$ cat config.mk
export PLATFORM = sky130hd
export DESIGN_NAME = lpg_top
export DESIGN_NICKNAME = d
export VERILOG_FILES = /design/src/rtl/lpg_pkg.sv /design/src/rtl/lpg_line_fsm.sv /design/src/rtl/lpg_regs.sv /design/src/rtl/lpg_pulse.sv /design/src/rtl/lpg_top.sv
export SDC_FILE = /design/constraint.sdc
export NUM_CORES = 2
export LEC_CHECK = 0
export BUFFER_PORTS_ARGS = -buffer_cell sky130_fd_sc_hd__buf_2
export CAP_MARGIN = 40
export CORE_UTILIZATION = 49
export CTS_BUF_LIST = sky130_fd_sc_hd__clkbuf_4 sky130_fd_sc_hd__clkbuf_8
export DETAILED_ROUTE_END_ITERATION = 8
export HOLD_SLACK_MARGIN = 0.03
export PLACE_DENSITY_LB_ADDON = 0.25
export SETUP_SLACK_MARGIN = 0.2
export SYNTH_ARGS = -nofsm -noshare
export SYNTH_HDL_FRONTEND = slang
export SYNTH_SLANG_ARGS = --single-unit
$ cat constraint.sdc
create_clock -name clk -period 8.12 [get_ports clk]
set_input_delay 0.812 -clock clk [delete_from_list [all_inputs] [get_ports clk]]
set_output_delay 0.812 -clock clk [all_outputs]
set_load 0.05 [all_outputs]
$ cat src/rtl/lpg_pkg.sv
package lpg_pkg;

    // Number of pulse types (0 = clamp, 1 = preblank) and channels per type
    localparam int NUM_KINDS = 2;
    localparam int NUM_CH    = 2;

    typedef enum logic [1:0] {
        LN_WAIT = 2'd0,
        LN_RUN  = 2'd1,
        LN_HOLD = 2'd2
    } line_state_e;

    typedef enum logic [1:0] {
        WK_TOGGLE = 2'd0,
        WK_SEQ    = 2'd1,
        WK_MASK   = 2'd2
    } wr_kind_e;

endpackage

$ cat src/rtl/lpg_line_fsm.sv
module lpg_line_fsm
    import lpg_pkg::*;
#(
    parameter int PW = 13
) (
    input  logic          clk,
    input  logic          rst_n,
    input  logic          hsync,
    output logic [PW-1:0] cnt,
    output logic          line_on,
    output logic          advance
);

    localparam logic [PW-1:0] CNT_MAX = {PW{1'b1}};

    line_state_e state_q, state_d;
    logic [PW-1:0] cnt_q;

    // state register
    always_ff @(posedge clk or negedge rst_n) begin
        if (!rst_n) state_q <= LN_WAIT;
        else        state_q <= state_d;
    end

    // next-state logic
    always_comb begin
        state_d = state_q;
        unique case (state_q)
            LN_WAIT: if (hsync) state_d = LN_RUN;
            LN_RUN: begin
                if (hsync)                 state_d = LN_RUN;
                else if (cnt_q == CNT_MAX) state_d = LN_HOLD;
            end
            LN_HOLD: if (hsync) state_d = LN_RUN;
            default: state_d = LN_WAIT;
        endcase
    end

    // pixel counter
    always_ff @(posedge clk or negedge rst_n) begin
        if (!rst_n)                                     cnt_q <= '0;
        else if (hsync)                                 cnt_q <= '0;
        else if (state_q == LN_RUN && cnt_q != CNT_MAX) cnt_q <= cnt_q + PW'(1);
    end

    // outputs
    always_comb begin
        cnt     = cnt_q;
        line_on = (state_q != LN_WAIT);
        advance = (state_q == LN_RUN) && !hsync && (cnt_q != CNT_MAX);
    end

endmodule

$ cat src/rtl/lpg_regs.sv
module lpg_regs
    import lpg_pkg::*;
#(
    parameter int PW    = 13,
    parameter int NSEQ  = 9,
    parameter int NPAT  = 10,
    parameter int NMASK = 3,
    parameter int SEQW  = 4,
    parameter int PATW  = 4,
    parameter int MSKW  = 2,
    parameter int MSELW = 2,
    parameter int IDXW  = 4,
    parameter int AW    = 9
) (
    input  logic                                   clk,
    input  logic                                   rst_n,
    input  logic                                   wr_en,
    input  logic [AW-1:0]                          wr_addr,
    input  logic [PW-1:0]                          wr_data,
    input  logic                                   commit,
    input  logic [SEQW-1:0]                        seq_idx,
    output logic [NUM_KINDS-1:0][NUM_CH-1:0][PW-1:0] tog_a_o,
    output logic [NUM_KINDS-1:0][NUM_CH-1:0][PW-1:0] tog_b_o,
    output logic [NUM_KINDS-1:0]                   pol_o,
    output logic [NUM_KINDS-1:0]                   mask_en_o,
    output logic [NUM_KINDS-1:0][PW-1:0]           msk_lo_o,
    output logic [NUM_KINDS-1:0][PW-1:0]           msk_hi_o
);

    // shadow tables, written by the port
    logic [PW-1:0]    sh_tog  [NUM_KINDS][NPAT][NUM_CH][2];
    logic             sh_pol  [NUM_KINDS][NSEQ];
    logic [PATW-1:0]  sh_pat  [NUM_KINDS][NSEQ];
    logic [MSELW-1:0] sh_msel [NUM_KINDS][NSEQ];
    logic [PW-1:0]    sh_mlo  [NUM_KINDS][NMASK];
    logic [PW-1:0]    sh_mhi  [NUM_KINDS][NMASK];

    // working tables, copied on each sync strobe
    logic [PW-1:0]    ac_tog  [NUM_KINDS][NPAT][NUM_CH][2];
    logic             ac_pol  [NUM_KINDS][NSEQ];
    logic [PATW-1:0]  ac_pat  [NUM_KINDS][NSEQ];
    logic [MSELW-1:0] ac_msel [NUM_KINDS][NSEQ];
    logic [PW-1:0]    ac_mlo  [NUM_KINDS][NMASK];
    logic [PW-1:0]    ac_mhi  [NUM_KINDS][NMASK];
    logic [SEQW-1:0]  seq_q;

    logic             w_ty;
    wr_kind_e         w_kind;
    logic [IDXW-1:0]  w_idx;
    logic [1:0]       w_sub;

    always_comb begin
        w_ty   = wr_addr[AW-1];
        w_kind = wr_kind_e'(wr_addr[AW-2 -: 2]);
        w_idx  = wr_addr[2 +: IDXW];
        w_sub  = wr_addr[1:0];
    end

    // shadow write port
    always_ff @(posedge clk or negedge rst_n) begin
        if (!rst_n) begin
            for (int k = 0; k < NUM_KINDS; k++) begin
                for (int p = 0; p < NPAT; p++)
                    for (int c = 0; c < NUM_CH; c++) begin
                        sh_tog[k][p][c][0] <= '0;
                        sh_tog[k][p][c][1] <= '0;
                    end
                for (int s = 0; s < NSEQ; s++) begin
                    sh_pol[k][s]  <= 1'b0;
                    sh_pat[k][s]  <= '0;
                    sh_msel[k][s] <= '1;
                end
                for (int m = 0; m < NMASK; m++) begin
                    sh_mlo[k][m] <= '0;
                    sh_mhi[k][m] <= '0;
                end
            end
        end else if (wr_en) begin
            case (w_kind)
                WK_TOGGLE: if (w_idx <= IDXW'(NPAT-1))
                    sh_tog[w_ty][w_idx[PATW-1:0]][w_sub[1]][w_sub[0]] <= wr_data;
                WK_SEQ: if (w_idx <= IDXW'(NSEQ-1)) begin
                    sh_pol[w_ty][w_idx[SEQW-1:0]]  <= wr_data[0];
                    sh_pat[w_ty][w_idx[SEQW-1:0]]  <= wr_data[PATW:1];
                    sh_msel[w_ty][w_idx[SEQW-1:0]] <= wr_data[PATW+MSELW:PATW+1];
                end
                WK_MASK: if (w_idx <= IDXW'(NMASK-1)) begin
                    if (w_sub[0]) sh_mhi[w_ty][w_idx[MSKW-1:0]] <= wr_data;
                    else          sh_mlo[w_ty][w_idx[MSKW-1:0]] <= wr_data;
                end
                default: ;
            endcase
        end
    end

    // working copy and sequence sample
    always_ff @(posedge clk or negedge rst_n) begin
        if (!rst_n) begin
            for (int k = 0; k < NUM_KINDS; k++) begin
                for (int p = 0; p < NPAT; p++)
                    for (int c = 0; c < NUM_CH; c++) begin
                        ac_tog[k][p][c][0] <= '0;
                        ac_tog[k][p][c][1] <= '0;
                    end
                for (int s = 0; s < NSEQ; s++) begin
                    ac_pol[k][s]  <= 1'b0;
                    ac_pat[k][s]  <= '0;
                    ac_msel[k][s] <= '1;
                end
                for (int m = 0; m < NMASK; m++) begin
                    ac_mlo[k][m] <= '0;
                    ac_mhi[k][m] <= '0;
                end
            end
            seq_q <= '0;
        end else if (commit) begin
            ac_tog  <= sh_tog;
            ac_pol  <= sh_pol;
            ac_pat  <= sh_pat;
            ac_msel <= sh_msel;
            ac_mlo  <= sh_mlo;
            ac_mhi  <= sh_mhi;
            seq_q   <= (seq_idx <= SEQW'(NSEQ-1)) ? seq_idx : '0;
        end
    end

    // per-type selection for the running line
    logic [PATW-1:0]  pat_raw [NUM_KINDS];
    logic [PATW-1:0]  pat_use [NUM_KINDS];
    logic [MSELW-1:0] msel    [NUM_KINDS];

    always_comb begin
        for (int k = 0; k < NUM_KINDS; k++) begin
            pat_raw[k]   = ac_pat[k][seq_q];
            pat_use[k]   = (pat_raw[k] <= PATW'(NPAT-1)) ? pat_raw[k] : '0;
            msel[k]      = ac_msel[k][seq_q];
            pol_o[k]     = ac_pol[k][seq_q];
            mask_en_o[k] = (msel[k] <= MSELW'(NMASK-1));
            msk_lo_o[k]  = ac_mlo[k][msel[k][MSKW-1:0]];
            msk_hi_o[k]  = ac_mhi[k][msel[k][MSKW-1:0]];
            for (int c = 0; c < NUM_CH; c++) begin
                tog_a_o[k][c] = ac_tog[k][pat_use[k]][c][0];
                tog_b_o[k][c] = ac_tog[k][pat_use[k]][c][1];
            end
        end
    end

endmodule

$ cat src/rtl/lpg_pulse.sv
module lpg_pulse #(
    parameter int PW = 13
) (
    input  logic          clk,
    input  logic          rst_n,
    input  logic          restart,
    input  logic          advance,
    input  logic          line_on,
    input  logic [PW-1:0] cnt,
    input  logic [PW-1:0] tog_a,
    input  logic [PW-1:0] tog_b,
    input  logic          pol,
    input  logic          mask_en,
    input  logic [PW-1:0] msk_lo,
    input  logic [PW-1:0] msk_hi,
    output logic          pulse
);

    logic par_q;
    logic hit;
    logic in_mask;

    // equal positions cancel, so the level is unchanged
    assign hit     = (cnt == tog_a) ^ (cnt == tog_b);
    assign in_mask = mask_en && (cnt >= msk_lo) && (cnt <= msk_hi);

    // parity of toggles already passed in this line, masked or not
    always_ff @(posedge clk or negedge rst_n) begin
        if (!rst_n)       par_q <= 1'b0;
        else if (restart) par_q <= 1'b0;
        else if (advance) par_q <= par_q ^ hit;
    end

    always_comb begin
        if (!line_on)     pulse = 1'b0;
        else if (in_mask) pulse = pol;
        else              pulse = pol ^ par_q ^ hit;
    end

endmodule

$ cat src/rtl/lpg_top.sv
module lpg_top
    import lpg_pkg::*;
#(
    parameter int PW    = 13,
    parameter int NSEQ  = 9,
    parameter int NPAT  = 10,
    parameter int NMASK = 3,
    localparam int SEQW  = $clog2(NSEQ),
    localparam int PATW  = $clog2(NPAT),
    localparam int MSKW  = $clog2(NMASK),
    localparam int MSELW = $clog2(NMASK + 1),
    localparam int IDXW  = (PATW >= SEQW) ? ((PATW >= MSKW) ? PATW : MSKW)
                                          : ((SEQW >= MSKW) ? SEQW : MSKW),
    localparam int AW    = IDXW + 5
) (
    input  logic            clk,
    input  logic            rst_n,
    input  logic            hsync,
    input  logic [SEQW-1:0] seq_idx,
    input  logic            wr_en,
    input  logic [AW-1:0]   wr_addr,
    input  logic [PW-1:0]   wr_data,
    output logic [1:0]      clamp_o,
    output logic [1:0]      blank_o
);

    logic [PW-1:0] cnt;
    logic          line_on;
    logic          advance;

    logic [NUM_KINDS-1:0][NUM_CH-1:0][PW-1:0] tog_a, tog_b;
    logic [NUM_KINDS-1:0]                     pol, mask_en;
    logic [NUM_KINDS-1:0][PW-1:0]             msk_lo, msk_hi;
    logic [NUM_KINDS-1:0][NUM_CH-1:0]         pulses;

    lpg_line_fsm #(.PW(PW)) u_fsm (
        .clk     (clk),
        .rst_n   (rst_n),
        .hsync   (hsync),
        .cnt     (cnt),
        .line_on (line_on),
        .advance (advance)
    );

    lpg_regs #(
        .PW(PW), .NSEQ(NSEQ), .NPAT(NPAT), .NMASK(NMASK), .SEQW(SEQW),
        .PATW(PATW), .MSKW(MSKW), .MSELW(MSELW), .IDXW(IDXW), .AW(AW)
    ) u_regs (
        .clk       (clk),
        .rst_n     (rst_n),
        .wr_en     (wr_en),
        .wr_addr   (wr_addr),
        .wr_data   (wr_data),
        .commit    (hsync),
        .seq_idx   (seq_idx),
        .tog_a_o   (tog_a),
        .tog_b_o   (tog_b),
        .pol_o     (pol),
        .mask_en_o (mask_en),
        .msk_lo_o  (msk_lo),
        .msk_hi_o  (msk_hi)
    );

    for (genvar k = 0; k < NUM_KINDS; k++) begin : g_kind
        for (genvar c = 0; c < NUM_CH; c++) begin : g_ch
            lpg_pulse #(.PW(PW)) u_pulse (
                .clk     (clk),
                .rst_n   (rst_n),
                .restart (hsync),
                .advance (advance),
                .line_on (line_on),
                .cnt     (cnt),
                .tog_a   (tog_a[k][c]),
                .tog_b   (tog_b[k][c]),
                .pol     (pol[k]),
                .mask_en (mask_en[k]),
                .msk_lo  (msk_lo[k]),
                .msk_hi  (msk_hi[k]),
                .pulse   (pulses[k][c])
            );
        end
    end

    assign clamp_o = pulses[0];
    assign blank_o = pulses[1];

endmodule

==> impl_results.md <==
* Die ar. at 0.2365 mm2
* Setup TNS at 0 ns
* Share of the synthesized area in the top cell type at 56.49%
* GRT Residual Overflow at 0
* GRT Util Overall at 28.95%
* Die X at 486.3 um
* Clock tree from TritonCTS: built
* CP max FO at 15
* Final WS setup at 0.2854 ns
* DR vias at 73445
* Non-filler cells, final at 11991
* Die Ht at 486.3 um
* Worst clock skew at 0.09502 ns
* Area contributors post-synth: dfrtp_1, mux2_2, mux2i_1
* Netlist cell types at 113
* CP Capture Type: output port
* CTS Buf Count at 444
* Sequential fraction of the synthesis area at 58.14%
* Max cap viols at 0
* CTS Sinks at 2667
* Cells after synthesis at 8350
* Setup CP Type: reg2out
* Final nets at 8601
* Layout area overhead at 12.61%
* Core area at 0.2330 mm2
* Status: complete, no violations
* Dpl hpwl at 215200 um
* Most frequent cells in the layout: mux2_2, dfrtp_1, clkbuf_8, nand2_1, buf_4
* DRC Markers at 0
* Port Buffers at 33
* RSZ-0062 raised after global routing: true
* Synthesized flop and latch total at 2667
* Worst VDD drop at 0.0001916 V
* DRT iter0 DRCs at 7272
* Antenna violations before repair at 28
* Fmax at 0.1276 GHz
* Most common cell after layout, fill and taps aside: mux2_2
* Fin. max-slew vios at 0
* Post-synth net total at 8433
* Minimum clock period at 7.835 ns
* Routed WL at 342100 um
* Worst path cell trace: buf_4 -> and2b_1 -> a22o_1 -> o31ai_4 -> buf_4 -> buf_4 -> o211ai_1 -> a222oi_1 -> a311oi_2 -> xnor2_1 -> nor3_1 -> nand2_1 -> o41a_1 -> o21a_1 -> nor3_2 -> mux2i_2 -> buf_4 -> buf_12
* Vias in the first global route at 75391
* Pwr Density at 227.6 mW/mm2
* Top_reg_cell synth: dfrtp_1
* WL/cell at 28.53 um
* Row cnt at 177
* Slew HR at 21.87%
* Post-Synthesis Cell Area at 0.1150 mm2
* Vias per cell at 6.125
* Largest net degree at the start of global routing at 180
* Asr flop ratio synth at 100.0%
* Worst-skew pair later-pin latency at 1.13 ns
* Synth Warn # at 0
* CP startpoint kind: flop
* Htree depth at 5
* Slew @ Worst Pin at 1.172 ns
* Most frequent cell on the critical path: buf_4
* Biggest area consumer among synthesized cells: dfrtp_1
* Post-route ant nets at 0
* Num ports at 34
* Slowest cell on the critical path: dfrtp_4
* First-pass detailed-route iteration total at 8
* CTS clock-pin slew for the worst setup and hold paths at 0.06 ns
* Max Root-Sink Buffers at 4
* Layout cells sized above 1 at 44.89%
* Gp weighted congestion at 0.9555
* Final Cycle Share at 96.49%
* Mean Syn Cell Area at 13.77 um2
* CP Data Required Time at 7.31 ns
* Placed insts at 11184
* Hold Crit Class: in2reg
* # setup viols final at 0
* Starting Density at 49.34%
* Crit path DAT at 7.02 ns
* Hold Violations, Final at 0
* P_leak at 63.36 nW
* Dpl ws at 0.8840 ns
* Root Driver: clkbuf_8
* EDFF count, synth at 0
* First-pass GRT wire length at 510200 um
* Delay of the slowest critical-path stage at 0.64 ns
-- flip-flops by register name (all words and copies together), names as in the netlist, 72 cells and up --
name and count:
u_regs.ac_mhi 78, u_regs.ac_mlo 78, u_regs.ac_pat 72, u_regs.ac_tog 1040, u_regs.sh_mhi 78, u_regs.sh_mlo 78
u_regs.sh_pat 72, u_regs.sh_tog 1040
-- layer usage --
layer | wire, um | vias up | global-route usage [%]
li1 | - | 30505 | -
met1 | 149600 | 39193 | 41.17
met2 | 151700 | 2983 | 42.97
met3 | 26910 | 752 | 6.443
met4 | 13770 | 12 | 11.64
met5 | 79 | - | 0
-- logic make-up after synthesis --
group	count (synthesis)	share of synthesized area [%]
fa+ha+maj	53	0.5769
mux	2898	28.32
xor+xnor	84	0.6400
buf+inv	705	2.576
flops	2667	58.14
simple gates	990	3.945
compound gates	953	5.803
-- path summary, 6_finish.rpt --
check / start / to / slack (ns) / cells after the start
min in group asynchronous: rst_n / u_regs.sh_mlo[75]$_DFFE_PN0P_ / 0.33 / 2
min reg2reg: u_regs.sh_tog[1037]$_DFFE_PN0P_ / u_regs.ac_tog[1037]$_DFFE_PN0P_ / 0.45 / 2
max reg2reg: u_regs.seq_q[0]$_DFFE_PN0P_ / g_kind[1].g_ch[0].u_pulse.par_q$_DFFE_PN0P_ / 2.65 / 15
max in group asynchronous: rst_n / u_regs.sh_tog[72]$_DFFE_PN0P_ / 5.51 / 4
min: wr_data[12] / u_regs.sh_tog[402]$_DFFE_PN0P_ / 0.20 / 2
max: u_regs.seq_q[0]$_DFFE_PN0P_ / clamp_o[0] / 0.29 / 18
-- final cells by class --
cell class | instances | area [um2]
antenna | 12 | 30.03
clock inverter | 46 | 374.1
tap | 3132 | 3919
inverter | 63 | 236.5
clock buffer | 729 | 8870
timing repair buffer | 363 | 3752
sequential | 2667 | 66840
fill | 19024 | 103500
multi-input combinational | 4979 | 45430
-- stage by stage --
stage               instance area [um2]  power, mW  utilization (%)  hold WS (ns)
CTS                              129300      29.57            55.49        0.1169
floorplan                        115000      15.81                -        0.4476
global route                     129400      30.45            55.56        0.1603
finish                           129500      29.46            55.56        0.1973
detailed placement               119800      17.24            51.44        0.4654
global placement                 118900      17.14            51.04        0.4568
-- power breakdown --
| group | switching, mW | total (mW) | internal [mW] |
|---|---|---|---|
| Sequential | 0.208 | 13.9 | 13.7 |
| Clock | 5.40 | 12.3 | 6.94 |
| Combinational | 2.14 | 3.25 | 1.11 |
| Total | 7.75 | 29.5 | 21.7 |
-- timing repair --
item | 4_1_cts | 5_1_grt
gates resized for setup | 10 | 14
endpoints found under the hold margin | 118 | 0
endpoints found under the setup margin | 4 | 4
hold buffers | 8 | 0
pin swaps | 2 | 2
gates cloned | 1 | 0
setup buffers | 4 | 7
-- cell usage after synthesis, types with 12 or more instances --
cell / n
a2111oi_0: 12
a211oi_1: 92
a21oi_1: 175
a221oi_1: 34
a22oi_1: 21
a311oi_1: 20
a31oi_1: 56
and3_1: 30
buf_1: 63
buf_2: 95
buf_4: 23
clkbuf_1: 448
dfrtp_1: 2595
dfstp_2: 72
ha_1: 53
inv_1: 55
mux2_2: 2638
mux2i_1: 239
mux4_2: 18
nand2_1: 436
nand2b_1: 16
nand3_1: 102
nand4_1: 30
nor2_1: 208
nor2b_1: 24
nor3_1: 43
nor4_1: 27
o2111ai_1: 13
o211ai_1: 22
o21a_1: 26
o21ai_0: 187
o21ai_1: 18
o221ai_1: 39
o22ai_1: 57
o31ai_1: 16
xnor2_1: 74
-- worst max-delay path, delay by kind of cell (launching register included) --
family | cells | cell delay [ns]
xor gates and xnor gates | 1 | 0.17
buffers and inverters | 5 | 1.23
muxes | 1 | 0.39
DFF | 1 | 0.64
and+or+nand+nor | 4 | 1.08
AOI/OAI and AO/OA | 7 | 2.35
Note: power is estimated with default switching activity, not from simulation.
